**src/rtl/result_bus_formatter.sv**
```systemverilog
module result_bus_formatter #(
  parameter int W  = 14,
  parameter int HI = 8
) (
  input  logic         clk,
  input  logic         rst_n,
  input  logic         cnv_clk,
  input  logic [W-1:0] res_data,
  input  logic         res_valid,
  input  logic         demux_en,
  input  logic         oe_n,
  input  logic         port_par,
  output logic [W-1:0] pad_do,
  output logic [W-1:0] pad_oe
);
  localparam int LO = W - HI;

  logic         cclk_q;
  logic [W-1:0] hold;
  logic [W-1:0] word;
  logic         rise;
  logic         drive;

  assign rise  = cnv_clk & ~cclk_q;
  assign drive = ~oe_n & ~port_par;

  always_ff @(posedge clk) begin
    if (!rst_n) begin
      cclk_q <= 1'b0;
      hold   <= '0;
    end else begin
      cclk_q <= cnv_clk;
      if (rise && res_valid) hold <= res_data;
    end
  end

  always_comb begin
    if (!demux_en)   word = hold;
    else if (cclk_q) word = {hold[W-1:LO], {LO{1'b0}}};
    else             word = {hold[LO-1:0], {HI{1'b0}}};
  end

  for (genvar i = 0; i < W; i++) begin : g_pin
    assign pad_oe[i] = drive;
    assign pad_do[i] = drive & word[i];
  end

  p_capture_r2: assert property (@(posedge clk) disable iff (!rst_n)
    (cnv_clk && !cclk_q && res_valid) |=> hold == $past(res_data));

  p_hold_between_r2: assert property (@(posedge clk) disable iff (!rst_n)
    !(cnv_clk && !cclk_q) |=> $stable(hold));

  p_high_phase_low_pins_r4: assert property (@(posedge clk) disable iff (!rst_n)
    (demux_en && cclk_q) |-> pad_do[LO-1:0] == '0);

  p_low_phase_low_pins_r5: assert property (@(posedge clk) disable iff (!rst_n)
    (demux_en && !cclk_q) |-> pad_do[HI-1:0] == '0);

  p_release_r6: assert property (@(posedge clk) disable iff (!rst_n)
    oe_n |-> (pad_oe == '0 && pad_do == '0));

  p_inhibit_r7: assert property (@(posedge clk) disable iff (!rst_n)
    (!oe_n && port_par) |-> (pad_oe == '0 && pad_do == '0));
endmodule

```
**config.mk**
```make
export PLATFORM = sky130hd
export DESIGN_NAME = result_bus_formatter
export DESIGN_NICKNAME = d
export VERILOG_FILES = /design/src/rtl/result_bus_formatter.sv
export SDC_FILE = /design/constraint.sdc
export NUM_CORES = 1
export LEC_CHECK = 0
export BUFFER_PORTS_ARGS = -buffer_cell sky130_fd_sc_hd__buf_4
export CAP_MARGIN = 20
export CORE_UTILIZATION = 45
export DETAILED_ROUTE_END_ITERATION = 8
export PLACE_DENSITY_LB_ADDON = 0.1
export SLEW_MARGIN = 10
export SYNTH_ARGS = -nofsm -noshare
export SYNTH_HDL_FRONTEND = slang
export SYNTH_SLANG_ARGS = --single-unit
```
**constraint.sdc**
```tcl
create_clock -name clk -period 2.1 [get_ports clk]
set_input_delay 0.105 -clock clk [delete_from_list [all_inputs] [get_ports clk]]
set_output_delay 0.105 -clock clk [all_outputs]
set_load 0.05 [all_outputs]
```
==> results by stage <==
Run status:
- The flow ran to the end, and the final reports show no timing, DRC or antenna violations.

Flow run:
- The max-cap check violation count is 0.

STA:
- The number of slew-limit violations in the final report is 0.
- The maximum achievable frequency is around 660 MHz.
- Setup repair after global routing left no endpoint under its margin.
- The total count of hold-check failures in the final report is 0.
- The time the worst path needs with I/O delays and setup is between 1.5 and 2 ns.
- The transition time of the tightest slew-check pin is around 0.35 ns.
- The worst-case clock skew is 0.00784 ns.
- The final clock period utilization by the worst path is 0.717.
- The setup TNS is 0 ns.
- Setup violations remaining at the end of the flow were counted as 0.
- Headroom to the max-slew limit came out at 0.764.

CTS:
- The CTS clock-pin slew for the worst setup and hold paths is 0.08 ns.
- The deepest level of the CTS H-tree is 1.
- The clock passes through at most 2 buffers.
- The number of hold buffers added after cts is 0.
- TritonCTS created 3 clock buffers.
- The insertion delay to the later sink of the worst-skew pair is between 0.2 and 0.3 ns.
- The post-cts sizing count is 0.
- The CTS tree is yes.
- The tree is rooted in a sky130_fd_sc_hd__clkbuf_4.
- The number of setup buffers added after CTS is 0.
- For this design, the sink count on the clock tree is 15.

Synthesis:
- By area the synthesized netlist is led by sky130_fd_sc_hd__dfxtp_1, sky130_fd_sc_hd__buf_4, sky130_fd_sc_hd__nand2_1, sky130_fd_sc_hd__nand3_1, sky130_fd_sc_hd__o21ai_0.
- Counting flops with an async set or reset pin after synthesis yields a share of 0.
- The post-synthesis share of cell area spent on full adders, half adders and majority gates is 0.
- The prevailing post-synth register cell is sky130_fd_sc_hd__dfxtp_1.
- The synthesized instance count is roughly 110.
- The netlist uses 17 different library cells.
- The cell accounting for the most synthesized area is sky130_fd_sc_hd__dfxtp_1.
- By area, the combinational part of the netlist is dominated by simple AND/OR/NAND/NOR gates.
- After synthesis the cells add up to around 840 sq um.
- The register bit count reported by yosys is 15.
- Of the post-synthesis cell area, the part taken by muxes is 0.
- Of the total synthesized cell area, the portion taken by AND, OR, NAND and NOR gates is 0.329.
- Of the synthesized area, sequential elements account for 0.359.
- The share of the synthesized area in compound gates (AO/OA/AOI/OAI) is 0.120.
- The synthesized area per cell is 7.54 sq um.
- Ranked by instance count, the synthesized netlist is headed by sky130_fd_sc_hd__nand2_1, sky130_fd_sc_hd__dfxtp_1, sky130_fd_sc_hd__buf_4, sky130_fd_sc_hd__nand3_1, sky130_fd_sc_hd__o21ai_0.
- Of the total synthesized cell area, the portion taken by XOR and XNOR cells is 0.
- The share of the synthesized area in the top cell type is 0.359.
- The count of yosys warnings during synthesis is 0.
- The count of flip-flops with a built-in enable after synthesis is 0.
- The most common cell in the synthesized netlist is sky130_fd_sc_hd__nand2_1.
- The post-synthesis net count is between 100 and 150.

Die:
- The die width is ~45 microns.
- The height of the die is between 40 and 50 microns.
- The die covers slightly above 2000 sq um.
- During I/O placement, the number of pins put on the boundary was ~50.
- The floorplan core area is 1730 sq um.
- The initial utilization of the core area, before any placement, comes to 0.485.
- Row generation in the floorplan step produced 15 rows.

Finish:
- Counting the fill cells in the layout gives roughly 170.
- The multi-input combinational cells in the finished layout cover a total of 375 sq um.
- The post-layout net count is about 160.
- The area of all placed cells without fillers is 1100 sq um.
- The final design utilization is 0.636.
- In the final layout, the share of cells above drive strength 1 is 0.380.
- The area growth from synthesis to layout is 31.1%.
- The antenna diode instance count is 0.
- Registers take between 300 and 400 sq um.

Pwr:
- For this design the ratio of total power to cell area is 581 nW/um^2.
- After layout, the design draws a total of approximately 0.00064 W.
- VDD sags by at most approximately 0.37 mV.
- The leakage power of the design is around 0.52 nW.

Placed design:
- Routability-driven placement finished with a final weighted congestion of about 0.78.
- In this run the tool buffered the top-level ports with 48 buffer cells.
- The placement-stage cell area is between 1000 and 1500 sq um.
- The post-DP HPWL is between 1 and 1.5 mm.

Routing:
- The routed layout has 790 vias.
- The routed design has between 1.5 and 2 mm of wire.
- The final routed DRC violation total is 0.
- For this run, the detailed router's first-pass iteration total came to 4.
- The average via count per standard cell is 4.73.
- Dividing the detail-routed wire length by the instance count gives around 11 microns.
- The number of nets with antenna violations after detailed routing is 0.
- The first routing iteration left 5 violations.

Global routing:
- The maximum number of pins on one net before global-route repair is 30.
- The via count of the first global-routing pass came to 633.
- The first global-routing pass estimated roughly 2.6 mm of wire.
- Across every metal layer, demand over resource in global routing totals 0.183.
- The initial antenna violation count is 0.
- The global route total overflow is 0.

Critical path:
- The worst setup slack for register-to-register paths is between 1 and 1.5 ns.
- The critical path in this run is classified as register to output port.
- The beginning of the worst register-to-register path is cclk_q.
- STA puts the critical path data required time at ~2.0 ns.
- Measured in cells, the most critical reg-to-reg path has a length of 3.
- The type of destination of the critical path is an output port.
- The signal on the critical path passes through nand2b_1 > nand2_1 > a21oi_1 > buf_4.
- In this run the worst setup path terminates at pad_do[11].
- The data arrival time of the worst path is ~1.4 ns.
- The most critical setup path has its startpoint at cclk_q.
- On the worst path, the slowest cell contributes a delay of around 0.34 ns.
- The capture instance of the worst register-to-register path is hold[9].
- The maximum fanout along the worst path is 8.
- The cell with the largest stage delay on the worst path is sky130_fd_sc_hd__dfxtp_1.
- The kind of start point of the critical path is a register.

Hold path:
- The kind of path behind the tightest hold check is input port to register.
worst min path at each step:
stage,endpoint,slack [ns],cells past startpoint,startpoint
2_1_floorplan,cclk_q,0.23,1,cnv_clk
3_3_place_gp,cclk_q,0.34,2,cnv_clk
3_5_place_dp,cclk_q,0.35,2,cnv_clk
4_1_cts,cclk_q,0.05,2,cnv_clk
5_1_grt,cclk_q,0.03,2,cnv_clk
6_report,cclk_q,0.06,2,cnv_clk
layout make-up:
| type | instances | share of cell area |
|---|---|---|
| clock buffer | 4 | 0.0239 |
| inverter | 1 | 0.00342 |
| multi-input combinational | 74 | 0.342 |
| sequential | 15 | 0.274 |
| tap | 25 | 0.0285 |
| timing repair buffer | 48 | 0.328 |
where the power goes:
| group | switching [W] | internal [W] |
|---|---|---|
| sequential | 0.00000683 | 0.000297 |
| clock | 0.0000912 | 0.0000738 |
| combinational | 0.000110 | 0.0000587 |
| total | 0.000208 | 0.000430 |
cells in the final DEF (no fill, tap or decap), drive strengths merged:
cell type,synthesis,final
nand3,14,14
or2,1,1
o21ai,14,14
buf,20,48
nor2,1,1
nand3b,1,1
nand2b,1,1
nand2,26,26
clkbuf,1,4
and2,7,7
and2b,1,1
dfxtp,15,15
inv,1,1
a21oi,6,6
and3,2,2
per-stage QoR:
step                hold WS, ns  setup WS, ns  std cells
finish                   0.0592         0.594        167
global route             0.0345         0.464        167
CTS                      0.0540         0.575        167
detailed placement        0.348         0.772        163
global placement          0.342         0.808        163
floorplan                 0.227         0.610        111
registers in the layout, indices dropped and copies added (netlist names):
signal / cells
hold: 14
cclk_q: 1
critical path, delay by kind of cell (launching register included):
family,cells,cell delay (ns)
buf+inv,1,0.23
compound gates,1,0.18
flops,1,0.34
simple gates,2,0.37
metal layers:
metal  global-route usage  vias to the layer above  part of all wire
li1                     -                      414                 -
met4               0.0909                        0            0.0051
met2                0.287                       33              0.48
met3               0.0640                        2             0.055
met5                    0                        -                 0
met1                0.222                      341              0.46
kinds of logic (layout without fill, tap and decap cells):
| group | count (synthesis) | count (layout) |
|---|---|---|
| AND/OR/NAND/NOR | 54 | 54 |
| buffers and inverters | 22 | 53 |
| flip-flops | 15 | 15 |
| AO/OA/AOI/OAI | 20 | 20 |
Power figures use the tool's default switching activity.
